===== config.mk =====
export PLATFORM = sky130hd
export DESIGN_NAME = fault_sched_reg
export DESIGN_NICKNAME = d
export VERILOG_FILES = /design/src/rtl/fi_pkg.sv /design/src/rtl/fi_timebase.sv /design/src/rtl/fi_table.sv /design/src/rtl/fi_select.sv /design/src/rtl/fi_reg.sv /design/src/rtl/fault_sched_reg.sv
export SDC_FILE = /design/constraint.sdc
export NUM_CORES = 1
export LEC_CHECK = 0
export BUFFER_PORTS_ARGS = -buffer_cell sky130_fd_sc_hd__buf_2
export CORE_AREA = 3 3 279 281
export CTS_CLUSTER_DIAMETER = 120
export DETAILED_ROUTE_END_ITERATION = 6
export DIE_AREA = 0 0 282 284
export GPL_TIMING_DRIVEN = 1
export PLACE_DENSITY = 0.57
export SETUP_SLACK_MARGIN = 0.15
export SLEW_MARGIN = 25
export SYNTH_ARGS = -nofsm -noshare
export SYNTH_HDL_FRONTEND = slang
export SYNTH_SLANG_ARGS = --single-unit

===== constraint.sdc =====
create_clock -name clk -period 5.82 [get_ports clk]
set_clock_uncertainty 0.2 [all_clocks]
set_input_delay 0.291 -clock clk [delete_from_list [all_inputs] [get_ports clk]]
set_output_delay 0.291 -clock clk [all_outputs]
set_load 0.01 [all_outputs]

===== src/rtl/fi_pkg.sv =====
package fi_pkg;
  localparam int DEF_ENTRIES = 8;
  localparam int DEF_TARGETS = 4;
  localparam int DEF_VAL_W   = 16;
  localparam int DEF_TIME_W  = 32;
  localparam int DEF_STEP_MS = 100;
endpackage


===== src/rtl/fi_timebase.sv =====
module fi_timebase #(
  parameter int TIME_W  = fi_pkg::DEF_TIME_W,
  parameter int STEP_MS = fi_pkg::DEF_STEP_MS
) (
  input  logic              clk,
  input  logic              rst_n,
  input  logic              tick,
  output logic [TIME_W-1:0] now_q,
  output logic [TIME_W-1:0] now_next
);
  localparam logic [TIME_W-1:0] STEP_T = TIME_W'(STEP_MS);

  assign now_next = now_q + STEP_T;

  always_ff @(posedge clk or negedge rst_n) begin
    if (!rst_n)    now_q <= '0;
    else if (tick) now_q <= now_next;
  end

  p_step_r3: assert property (@(posedge clk) disable iff (!rst_n)
    tick |=> now_q == $past(now_q) + STEP_T);
  p_hold_r3: assert property (@(posedge clk) disable iff (!rst_n)
    !tick |=> $stable(now_q));
endmodule


===== src/rtl/fi_table.sv =====
module fi_table #(
  parameter int ENTRIES = fi_pkg::DEF_ENTRIES,
  parameter int TARGETS = fi_pkg::DEF_TARGETS,
  parameter int VAL_W   = fi_pkg::DEF_VAL_W,
  parameter int TIME_W  = fi_pkg::DEF_TIME_W,
  localparam int IDX_W  = $clog2(ENTRIES),
  localparam int TGT_W  = $clog2(TARGETS)
) (
  input  logic                     clk,
  input  logic                     rst_n,
  input  logic                     load_fire,
  input  logic [IDX_W-1:0]         load_idx,
  input  logic [TGT_W-1:0]         load_tgt,
  input  logic [VAL_W-1:0]         load_value,
  input  logic [TIME_W-1:0]        load_time,
  input  logic                     check,
  input  logic [TIME_W-1:0]        cmp_time,
  output logic [ENTRIES-1:0]       due,
  output logic [ENTRIES*TGT_W-1:0] ent_tgt,
  output logic [ENTRIES*VAL_W-1:0] ent_val
);
  logic [ENTRIES-1:0] armed_q;
  logic [ENTRIES-1:0] ripe;
  logic [TGT_W-1:0]   tgt_q  [ENTRIES];
  logic [VAL_W-1:0]   val_q  [ENTRIES];
  logic [TIME_W-1:0]  when_q [ENTRIES];

  for (genvar i = 0; i < ENTRIES; i++) begin : g_slot
    assign ripe[i] = armed_q[i] && (when_q[i] <= cmp_time);
    assign ent_tgt[i*TGT_W +: TGT_W] = tgt_q[i];
    assign ent_val[i*VAL_W +: VAL_W] = val_q[i];

    always_ff @(posedge clk) begin
      if (load_fire && load_idx == IDX_W'(i)) begin
        tgt_q[i]  <= load_tgt;
        val_q[i]  <= load_value;
        when_q[i] <= load_time;
      end
    end

    p_retire_r4: assert property (@(posedge clk) disable iff (!rst_n)
      (check && ripe[i]) |=> !armed_q[i]);
  end

  assign due = check ? ripe : '0;

  always_ff @(posedge clk or negedge rst_n) begin
    if (!rst_n) begin
      armed_q <= '0;
    end else if (check) begin
      armed_q <= armed_q & ~ripe;
    end else if (load_fire) begin
      armed_q[load_idx] <= 1'b1;
    end
  end

  p_locked_r2: assert property (@(posedge clk) disable iff (!rst_n)
    (!load_fire && !check) |=> $stable(armed_q));
endmodule


===== src/rtl/fi_select.sv =====
module fi_select #(
  parameter int ENTRIES = fi_pkg::DEF_ENTRIES,
  parameter int TARGETS = fi_pkg::DEF_TARGETS,
  parameter int VAL_W   = fi_pkg::DEF_VAL_W,
  localparam int TGT_W  = $clog2(TARGETS)
) (
  input  logic [ENTRIES-1:0]       due,
  input  logic [ENTRIES*TGT_W-1:0] ent_tgt,
  input  logic [ENTRIES*VAL_W-1:0] ent_val,
  output logic [TARGETS-1:0]       hit,
  output logic [TARGETS*VAL_W-1:0] hit_val
);
  for (genvar t = 0; t < TARGETS; t++) begin : g_tgt
    logic             hit_l;
    logic [VAL_W-1:0] val_l;

    always_comb begin
      hit_l = 1'b0;
      val_l = '0;
      for (int i = ENTRIES - 1; i >= 0; i--) begin
        if (due[i] && ent_tgt[i*TGT_W +: TGT_W] == TGT_W'(t)) begin
          hit_l = 1'b1;
          val_l = ent_val[i*VAL_W +: VAL_W];
        end
      end
    end

    assign hit[t] = hit_l;
    assign hit_val[t*VAL_W +: VAL_W] = val_l;
  end
endmodule


===== src/rtl/fi_reg.sv =====
module fi_reg #(
  parameter int VAL_W = fi_pkg::DEF_VAL_W
) (
  input  logic             clk,
  input  logic             rst_n,
  input  logic             inject,
  input  logic [VAL_W-1:0] inject_val,
  input  logic             wr_en,
  input  logic [VAL_W-1:0] wr_data,
  output logic [VAL_W-1:0] q,
  output logic             active
);
  logic [VAL_W-1:0] fval_q;

  always_ff @(posedge clk or negedge rst_n) begin
    if (!rst_n) begin
      active <= 1'b0;
      fval_q <= '0;
    end else if (inject && !active) begin
      active <= 1'b1;
      fval_q <= inject_val;
    end
  end

  always_ff @(posedge clk or negedge rst_n) begin
    if (!rst_n)     q <= '0;
    else if (wr_en) q <= active ? fval_q : wr_data;
  end

  p_fault_write_r5: assert property (@(posedge clk) disable iff (!rst_n)
    (wr_en && active) |=> q == $past(fval_q));
  p_clean_write_r5: assert property (@(posedge clk) disable iff (!rst_n)
    (wr_en && !active) |=> q == $past(wr_data));
  p_sticky_r11: assert property (@(posedge clk) disable iff (!rst_n)
    active |=> active);
  p_hold_r9: assert property (@(posedge clk) disable iff (!rst_n)
    !wr_en |=> $stable(q));
  p_first_val_r8: assert property (@(posedge clk) disable iff (!rst_n)
    active |=> $stable(fval_q));
endmodule


===== src/rtl/fault_sched_reg.sv =====
module fault_sched_reg #(
  parameter int ENTRIES = fi_pkg::DEF_ENTRIES,
  parameter int TARGETS = fi_pkg::DEF_TARGETS,
  parameter int VAL_W   = fi_pkg::DEF_VAL_W,
  parameter int TIME_W  = fi_pkg::DEF_TIME_W,
  parameter int STEP_MS = fi_pkg::DEF_STEP_MS,
  localparam int IDX_W  = $clog2(ENTRIES),
  localparam int TGT_W  = $clog2(TARGETS)
) (
  input  logic                     clk,
  input  logic                     rst_n,
  input  logic                     inj_en,
  input  logic                     tick,
  input  logic                     load_valid,
  output logic                     load_ready,
  input  logic [IDX_W-1:0]         load_idx,
  input  logic [TGT_W-1:0]         load_tgt,
  input  logic [VAL_W-1:0]         load_value,
  input  logic [TIME_W-1:0]        load_time,
  input  logic                     wr_en,
  input  logic [TGT_W-1:0]         wr_idx,
  input  logic [VAL_W-1:0]         wr_data,
  output logic [TARGETS*VAL_W-1:0] reg_q,
  output logic [TARGETS-1:0]       fault_active,
  output logic [TIME_W-1:0]        now_ms
);
  logic                     load_fire;
  logic                     check;
  logic [TIME_W-1:0]        now_next;
  logic [ENTRIES-1:0]       due;
  logic [ENTRIES*TGT_W-1:0] ent_tgt;
  logic [ENTRIES*VAL_W-1:0] ent_val;
  logic [TARGETS-1:0]       hit;
  logic [TARGETS*VAL_W-1:0] hit_val;

  assign load_ready = !inj_en;
  assign load_fire  = load_valid && load_ready;
  assign check      = tick && inj_en;

  fi_timebase #(.TIME_W(TIME_W), .STEP_MS(STEP_MS)) u_time (
    .clk(clk), .rst_n(rst_n), .tick(tick), .now_q(now_ms), .now_next(now_next)
  );

  fi_table #(.ENTRIES(ENTRIES), .TARGETS(TARGETS), .VAL_W(VAL_W), .TIME_W(TIME_W)) u_tab (
    .clk(clk), .rst_n(rst_n), .load_fire(load_fire), .load_idx(load_idx),
    .load_tgt(load_tgt), .load_value(load_value), .load_time(load_time),
    .check(check), .cmp_time(now_next), .due(due), .ent_tgt(ent_tgt), .ent_val(ent_val)
  );

  fi_select #(.ENTRIES(ENTRIES), .TARGETS(TARGETS), .VAL_W(VAL_W)) u_sel (
    .due(due), .ent_tgt(ent_tgt), .ent_val(ent_val), .hit(hit), .hit_val(hit_val)
  );

  for (genvar t = 0; t < TARGETS; t++) begin : g_reg
    fi_reg #(.VAL_W(VAL_W)) u_reg (
      .clk(clk), .rst_n(rst_n),
      .inject(hit[t]), .inject_val(hit_val[t*VAL_W +: VAL_W]),
      .wr_en(wr_en && wr_idx == TGT_W'(t)), .wr_data(wr_data),
      .q(reg_q[t*VAL_W +: VAL_W]), .active(fault_active[t])
    );
  end

  p_no_inject_disabled_r6: assert property (@(posedge clk) disable iff (!rst_n)
    !inj_en |=> fault_active == $past(fault_active));
  p_only_on_tick_r4: assert property (@(posedge clk) disable iff (!rst_n)
    !tick |=> fault_active == $past(fault_active));
endmodule


Yosys cells after proc, flatten, opt, wreduce, memory -nomap -nowiden. Memories as Yosys holds them, arrays and structs flattened. Index checks and enable logic that the tools add are counted.

Bits in registers: 172. Memory bits (writable): 400. Input port bits: 77. Output and inout bits: 101. Word-level logic and storage cells: 313. Memories: 3.

Add/sub/neg operators: 1. Magnitude comparators: 10. Equality and inequality tests: 34. Mux-type cells: 152. Bitwise operators: 3. Reduce and logical (&&, ||, !) cells: 96.

Memories: u_tab.when_q (depth 8, width 32, read ports 8, clocked after Yosys merged registers in 0, wr ports 1, line fi_table.sv:26) `logic [TIME_W-1:0] when_q [ENTRIES];`; u_tab.val_q (depth 8, width 16, read ports 8, clocked after Yosys merged registers in 0, wr ports 1, line fi_table.sv:25) `logic [VAL_W-1:0] val_q [ENTRIES];`; u_tab.tgt_q (depth 8, width 2, read ports 8, clocked after Yosys merged registers in 0, wr ports 1, line fi_table.sv:24) `logic [TGT_W-1:0] tgt_q [ENTRIES];`.

Operator list (number): $mux 16 (43); $le 32x32->1 (8); $mux 32 (7); $reduce_or 32->1 (7); $reduce_or 16->1 (7); $mux 1 (70); $mux 3 (21); $logic_and 1x1->1 (59); $eq 2x2->1 const B (18); $add 32x7->32 const B (1); $mux 8 (3); $eq 2x1->1 const B (9); $logic_not 2->1 (9); $mux 2 (7); $reduce_or 2->1 (7); $eq 3x3->1 const B (4); $and 8x8->8 (1); $not 8->8 (1); $or 8x8->8 (1); $eq 3x2->1 const B (2); $logic_not 1->1 (5); $lt 3x4->1 const B (1); $demux 1 s3 (1); $eq 3x1->1 const B (1); 3 further kinds (3).

Logic depth before layout (Yosys ltp). Gate-level depths: netlist of the first run.

Depth after elaboration: 14. Depth in mapped cells: 28. Mapped depth without buffers: 24.

Cells and area by module. Synthesis of the first run repeated with hierarchy kept, for this count alone.

Cells, all modules: 2532. Area, all modules: 30935.9 um2.

Modules (own cells, without submodules): fi_table (times used 1, cells each 1170, area an instance 18192.4 um2, sequential area each 12211.7 um2); fi_reg (times used 4, cells each 106, area an instance 1415.1 um2, sequential area each 825.8 um2); fi_select (times used 1, cells each 737, area an instance 5106.1 um2, sequential area each 0.0 um2); fi_timebase (times used 1, cells each 194, area an instance 1923.1 um2, sequential area each 750.7 um2); fault_sched_reg (times used 1, cells each 7, area an instance 53.8 um2, sequential area each 0.0 um2).

Least setup slack after synthesis of the first run. No wires, ideal clock.

Path type: register to register. Start: register u_time.now_q[4]. End: register g_reg[3].u_reg.fval_q[7]. Setup time: 0.134 ns. Arrival time: 6.075 ns. Data required time: 5.486 ns. Path slack: -0.588 ns. Cell stages (with the launch flop): 26. Path buffers: 2. Clock period less this slack: 6.408 ns. Cells stage by stage: dfrtp_1 > buf_2 > nand3_1 > nand2_1 > nand3_1 > nor4_1 > nand3_1 > nor2_1 > and3_1 > and3_1 > and3_1 > nand3_1 > xor2_1 > ha_1 > and3_1 > and3_1 > o2111a_1 > a2111oi_4 > nand2_2 > a311oi_4 > nor3_4 > buf_6 > a221oi_2 > a2111oi_1 > a2111oi_0 > o21ai_1.

Cells in the longest elaborated chain, start to end: 14. Elaborated cells between the ends (all ways): 43. Those cells by class: add/sub (1); order compare (8); mux (17); reduce/logical (17).

Ends and longest elaborated chain: start, declared (line fi_timebase.sv:8) `output logic [TIME_W-1:0] now_q,`; start signal, assigned (line fi_timebase.sv:17) `else if (tick) now_q <= now_next;`; $add 32x7->32 (*) (line fi_timebase.sv:13) `assign now_next = now_q + STEP_T;`; $le 32x32->1 (line fi_table.sv:29) `assign ripe[i] = armed_q[i] && (when_q[i] <= cmp_time);`; $logic_and 1x1->1 (line fi_table.sv:29); $mux 8 (*) (line fi_table.sv:45) `assign due = check ? ripe : '0;`; $logic_and 1x1->1 (line fi_select.sv:21) `if (due[i] && ent_tgt[i*TGT_W +: TGT_W] == TGT_W'(t)) begin`; $mux 1 (8 in series) (line fi_select.sv:21); $logic_and 1x1->1 (line fi_reg.sv:19) `end else if (inject && !active) begin`; end signal, assigned (line fi_reg.sv:21) `fval_q <= inject_val;`; end, declared (line fi_reg.sv:13) `logic [VAL_W-1:0] fval_q;`.

Every way passes the cells marked *; elsewhere a longest branch is shown, timed or not. A chain may end at the register's enable or synchronous reset.

Final worst setup path of the first run.
Start: register u_time.now_q[3]. End: register g_reg[3].u_reg.fval_q[15].

The elaborated chain is that of the path after synthesis.

==> metrics.yaml, run 1 <==
fin_crit_ns: 5.77
syn_to_final_growth_pct: 31.9
grt_pass1_vias: 25200
peakVddDrop_v: 0.000243
cts_buffer_depth: 3
drive_gt1_share_pct: 29.7
drc_errors: 5
async_flop_share_pct: 29.8
clk_pin_slew_ns: 0.06
hold_viol_final: 0
startpoint: "u_time.now_q[3]"
htreeDepth: 3
tightest_slew_ns: 1.05
pre_cts_ws_ns: -0.776
dpl.hpwl_microns: 80600
clock.fmax_ghz: 0.173
crit_slowest_cell: "dfrtp_1"
synth_flop_cell: "edfxtp_1"
max_stage_delay_ns: 0.37
grt_max_degree: 95
die-area_sq_um: 80100
cts_root_buffer: "clkbuf_16"
routedWlPerCell_microns: 26.4
p_leak_uw: 0.0160
gr-total-overflow: 0
synth.most_common_cell: "edfxtp_1"
final_nets: 3538
grt_setup_unrepaired: "yes"
rows: 101
worstHoldPathType: "input port to register"
clock_latency_ns: 0.61
die_x_microns: 282
fin_ws_ns: 0.0521
synth_edf_count: 400
status: "complete, but fails checks"
cts_buffers: 66
drtIter0Drc: 2244
total_power_uw: 12300
grt_pass1_wl_microns: 164000
slew_headroom_pct: 30.1
die_y_microns: 284
ys_ff_latch: 570
ys_types: 102
yosys-top-cells-count: "400 x edfxtp_1, 226 x nor2_1, 209 x ha_1, 209 x nand2_1, 170 x dfrtp_1"
start_kind: "register"
grt_usage_pct: 27.3
syn_area_sq_um: 30900
synth_seq_area_share_pct: 52.7
synth_area_leaders: "edfxtp_1 39%, dfrtp_1 14%, ha_1 8.5%"
worst-setup-path-type: "register to register"
synth_warnings: 0
fin_cells: 4283
coreArea_sq_um: 75700
p_per_area_nw_per_um2: 301
setup_viol: 0
netlist_instances: 2717
cts_tree: "built"
antenna_found_initial: 3
crit_arrival_ns: 6.05
start_util_pct: 40.8
required_ns: 6.10
drv_cap: 0
fin_crit_sh_pct: 99.1
io_pins: 178
vias_per_cell: 5.96
io_buffers: 175
via_count: 25500
yosysTopAreaCellShare_pct: 38.9
drt_pass1_iterations: 7
yosysTopAreaCell: "edfxtp_1"
drv_slew: 0
syn_area_per_cell_sq_um: 11.4
r2r_slack_ns: 0.05
routed_wl_microns: 113000
fillers: 6461
gp_congestion: 0.918
cp_max_fo: 7
violations: "design-rule violations"
r2r-start: "u_time.now_q[3]"
ant_nets: 0
dp.cells: 4003
end_kind: "register"
min-delay-start: "wr_idx[0]"
clock_sinks: 570
path_common_cell: "and3_4"
## stage by stage
step	util [%]	TNS (ns)	area [sq um]	hold slack, ns
after detailed placement	46.1	-26.17	34900	0.241
after global routing	53.8	-5.41	40800	0.108
after global placement	46.0	-20.84	34800	0.232
after CTS	51.7	0	39100	0.0647
after floorplan	-	0	31000	-0.205
final	53.8	0	40800	0.0900
## where the power goes
part	switching, uW	leakage, uW	total (uW)	internal, uW
sequential	284	0.00578	5000	4720
combinational	1750	0.00920	3080	1340
clock	1740	0.00106	4180	2450
## final cells by class
type	count	area [sq um]	share of cell area (%)
antenna	1	2.50	0.00614
clock buffer	91	1870	4.59
clock inverter	29	287	0.703
inverter	68	255	0.626
multi-input combinational	1934	15800	38.6
sequential	570	16300	39.9
tap	978	1220	3.00
timing repair buffer	612	5100	12.5
## cell families after synthesis
family,Yosys count,share of synthesized area (%)
multiplexers,85,2.78
AO/OA/AOI/OAI,775,17.3
adder cells (fa/ha/maj),212,8.57
buffers and inverters,214,2.89
XOR/XNOR,76,3.00
AND/OR/NAND/NOR,784,12.8
flip-flops,570,52.7
other,1,0.0121
## placed cells by master, fill, tap and decap left out, drive strengths merged, types with 15 or more instances in the layout
master and n:
a211oi 20, inv 77, nor2b 21, nand4b 17, a31oi 54, o22ai 17, xnor3 19, nand2 210
o21ai 185, a22o 15, clkbuf 96, ha 209, o31ai 27, a221oi 75, a21oi 152, a21o 34
nand3 90, o211ai 59, buf 540, nor3 34, xnor2 45, nor2 228, nand4 52, edfxtp 400
and3 19, clkinv 15, dfrtp 170, mux2i 79, nor4 16, a2111oi 30, dlygate4sd3 67, or2 19
## registers in the layout (all words and copies together) (netlist names)
name            count
u_tab.when_q      256
g.u_reg.fval_q     64
u_tab.armed_q       8
g.u_reg.active      4
u_time.now_q       30
g.u_reg.q          64
u_tab.tgt_q        16
u_tab.val_q       128
## repair_timing
| item | CTS | global route |
|---|---|---|
| hold buffers | 67 | 0 |
| hold endpoints to repair | 556 | 0 |
| pin swaps | 114 | 101 |
| endpoints found under the setup margin | 66 | 65 |
| buffers inserted | 44 | 38 |
| cloned | 4 | 6 |
| resized for setup | 198 | 219 |
## path summary, 6_finish.rpt
check                                       endpoint  cells past startpoint
max                        g_reg[3].u_reg.fval_q[15]                     30
min                              g_reg[0].u_reg.q[1]                      4
max reg2reg                g_reg[3].u_reg.fval_q[15]                     30
min reg2reg                      g_reg[1].u_reg.q[3]                      2
max in group asynchronous           u_time.now_q[31]                      3
min in group asynchronous  g_reg[2].u_reg.fval_q[14]                      2
## worst max-delay path, delay by kind of cell (launching register included)
family                     cells  cell delay, ns
adders and majority gates      1            0.25
AOI/OAI and AO/OA              6            1.21
buffers and inverters          6            0.91
xor gates and xnor gates       1            0.20
and+or+nand+nor               16            2.45
DFF                            1            0.37
## routing by layer
layer  vias to the layer above  part of all wire [%]  track usage [%]
li1                      11600                     -                -
met1                     12600                    43             37.3
met2                      1079                    47             44.3
met3                       234                   6.8             4.37
met4                         4                   3.7             8.71
met5                         -                 0.020                0
Note: power is estimated with default switching activity, not from simulation.
==> run 2: changes to the inputs <==
Settings changed: CORE_AREA 3 3 279 281 to 2 2 278 280, DIE_AREA 0 0 282 284 to 0 0 280 282, REMOVE_ABC_BUFFERS set to 1.
==> run 2 against run 1 <==
Net effect: die area is 1.4% lower; sequential share of layout area is 0.70 points higher; worst setup slack worse by 0.015 ns; largest cell class unchanged; routed wire length is 0.38% higher; the flow still finishes with violations (design-rule violations); largest power group unchanged; final cell count is 0.19% lower; non-clock buffer count is 10 lower; first-iteration DRC count is 12% higher; register-to-register slack worse by 0.02 ns; flip-flop and latch count stayed put.
==> metrics.yaml, run 2 (synthesis results as in run 1) <==
final_util_pct: 52.9  # -0.94 points
tns_ns: 0  # unchanged
p_per_area_nw_per_um2: 306  # +1.5%
drv_cap: 0  # unchanged
drc_errors: 2  # -3
worstReg2RegEnd: "g_reg[3].u_reg.fval_q[14]"
gp_congestion: 0.980  # +6.7%
largest_reg_flops: 256  # unchanged
combPwrFrac_pct: 24.7  # -0.4 points
reg2reg_depth: 27  # -10%
drive_gt1_share_pct: 26.6  # -3.1 points
path_common_cell: "buf_4"
r2r_slack_ns: 0.04  # -0.02 ns
cts_buffer_depth: 3  # unchanged
die_y_microns: 282  # -0.70%
tightest_slew_ns: 1.05  # +0.00551 ns
coreArea_sq_um: 75700  # unchanged
insertedDiodeCount: 0  # -1
start_util_pct: 40.8  # unchanged
dpl.hpwl_microns: 79700  # -1.1%
clock_sinks: 570  # unchanged
slew_headroom_pct: 29.9  # -0.20 points
setup_viol: 0  # unchanged
layout_commonest_cell: "edfxtp_1"
die_x_microns: 280  # -0.71%
fin_crit_ns: 5.78  # +0.0153 ns
cts_root_buffer: "clkbuf_16"
grt_max_degree: 73  # -23%
p_clk_share_pct: 34.7  # +0.6 points
cts_buffers: 68  # +3.0%
r2r-start: "u_time.now_q[3]"
routed_wl_microns: 113000  # +0.38%
total_power_uw: 12200  # -0.27%
pre_cts_ws_ns: -1.01  # -0.229 ns
fin_ws_ns: 0.0368  # -0.0153 ns
grt_pass1_wl_microns: 165000  # +0.28%
cts_tree: "built"
grt_setup_unrepaired: "yes"
switching_share_pct: 30.7  # about the same
placed_area_sq_um: 35300  # +1.0%
via_count: 25800  # +1.2%
final_cell_mix: "400 x edfxtp_1, 280 x buf_4, 204 x ha_1, 203 x nor2_1, 196 x nand2_1"
io_pins: 178  # unchanged
status: "complete, but fails checks"
hold_viol_final: 0  # unchanged
crit_arrival_ns: 6.06  # about the same
cp_max_fo: 7  # unchanged
worst-setup-path-type: "register to register"
final_nets: 3530  # -0.23%
p_leak_uw: 0.0159  # -1.1%
min-delay-start: "load_idx[2]"
drtIter0Drc: 2511  # +12%
io_buffers: 175  # unchanged
grt_pass1_vias: 25300  # +0.30%
fin_crit_sh_pct: 99.4  # +0.26 points
clk_pin_slew_ns: 0.06  # about the same
final_area_sq_um: 40000  # -1.7%
routedWlPerCell_microns: 26.5  # +0.56%
peakVddDrop_v: 0.000210  # -14%
grt_usage_pct: 28.1  # +0.79 points
worstHoldPathType: "input port to register"
clock.fmax_ghz: 0.173  # -0.26%
rows: 101  # unchanged
htreeDepth: 3  # unchanged
drt_pass1_iterations: 7  # unchanged
pwr-share-seq_pct: 40.6  # -0.2 points
end_kind: "register"
violations: "design-rule violations"
holdPathEnd: "u_tab.when_q[1][83]"
antenna_found_initial: 1  # -2
required_ns: 6.10  # about the same
min_delay_path_depth: 3  # -1
vias_per_cell: 6.04  # +1.4%
ant_nets: 0  # unchanged
largest-register: "u_tab.when_q"
drv_slew: 0  # unchanged
clock_latency_ns: 0.62  # about the same
crit_slowest_cell: "nor2_2"
start_kind: "register"
fillers: 6527  # +1.0%
gr-total-overflow: 0  # unchanged
p_int_uw: 8480  # -0.29%
top_regs: "u_tab.when_q x256, u_tab.val_q x128"
max_stage_delay_ns: 0.43  # +0.06 ns
p_switching_uw: 3760  # -0.22%
syn_to_final_growth_pct: 29.6
die-area_sq_um: 79000  # -1.4%
-- run 2: cell count changes in the layout (fill, tap and decap cells not counted), moves of 6 or more --
cell,previous run,this run
a31oi_1,43,49
a21oi_1,109,143
a21oi_2,40,6
buf_6,41,27
a31oi_4,10,3
a22oi_1,4,10
a221oi_2,35,22
o21ai_0,137,146
a221oi_1,22,51
buf_12,35,44
o31ai_4,2,10
a22oi_2,7,1
a221oi_4,18,2
-- run 2: what timing repair did --
item,CTS,global route
pin swaps,41,59
buffers inserted,21,19
hold buffers,70,0
gates resized for setup,124,160
endpoints found under the setup margin,68,65
cloned,1,5
endpoints found under the hold margin,517,0
-- run 2: cell type report --
class	instances	area (sq um)	share of cell area [%]
Sequential cell	570	16300	40.6
Timing Repair Buffer	602	5020	12.5
Inverter	68	255	0.637
Clock inverter	31	319	0.797
Tap cell	978	1220	3.06
Clock buffer	92	1870	4.68
Multi-Input combinational cell	1934	15100	37.7
-- run 2: power groups by stage --
stage	registers, uW	clock network [uW]	logic (uW)
detailed placement	5040	0	2870
finish	4970	4250	3020
CTS	4960	4310	2960
global placement	5020	0	2790
floorplan	5140	0	1600
global route	5010	4480	3370
-- run 2: worst max-delay path: cells and delay by family, from the launching register on --
family          cells  cell delay, ns
buf+inv             6            1.09
fa+ha+maj           1            0.28
compound gates      5            1.36
simple gates       14            2.27
xor+xnor            1            0.11
flops               1            0.36
-- run 2: stage by stage --
stage                     std cells  hold WS [ns]
after global routing           4275        0.0988
after CTS                      4249        0.0733
after global placement         4033        0.0642
final                          4275        0.0889
after floorplan                2572        -0.205
after detailed placement       4034        0.0686
-- run 2: metal layers --
layer	part of all wire, %	vias up	wire length (microns)	GRT usage (%)
li1	-	11600	-	-
met1	42	12700	47500	37.3
met2	47	1230	52900	46.1
met3	7.1	300	8000	4.06
met4	4.5	2	5060	11.7
met5	0.011	-	12	0
-- run 2: how the worst max path moves through the flow --
stage | startpoint | to | slack [ns]
after floorplan | u_time.now_q[4] | g_reg[2].u_reg.fval_q[2] | -2.69
after global placement | u_time.now_q[4] | g_reg[3].u_reg.fval_q[2] | -0.79
after detailed placement | u_time.now_q[3] | g_reg[3].u_reg.fval_q[2] | -1.01
after CTS | u_time.now_q[15] | g_reg[2].u_reg.fval_q[14] | 0.15
after global routing | u_time.now_q[3] | g_reg[3].u_reg.fval_q[10] | -0.13
final | u_time.now_q[3] | g_reg[3].u_reg.fval_q[14] | 0.04
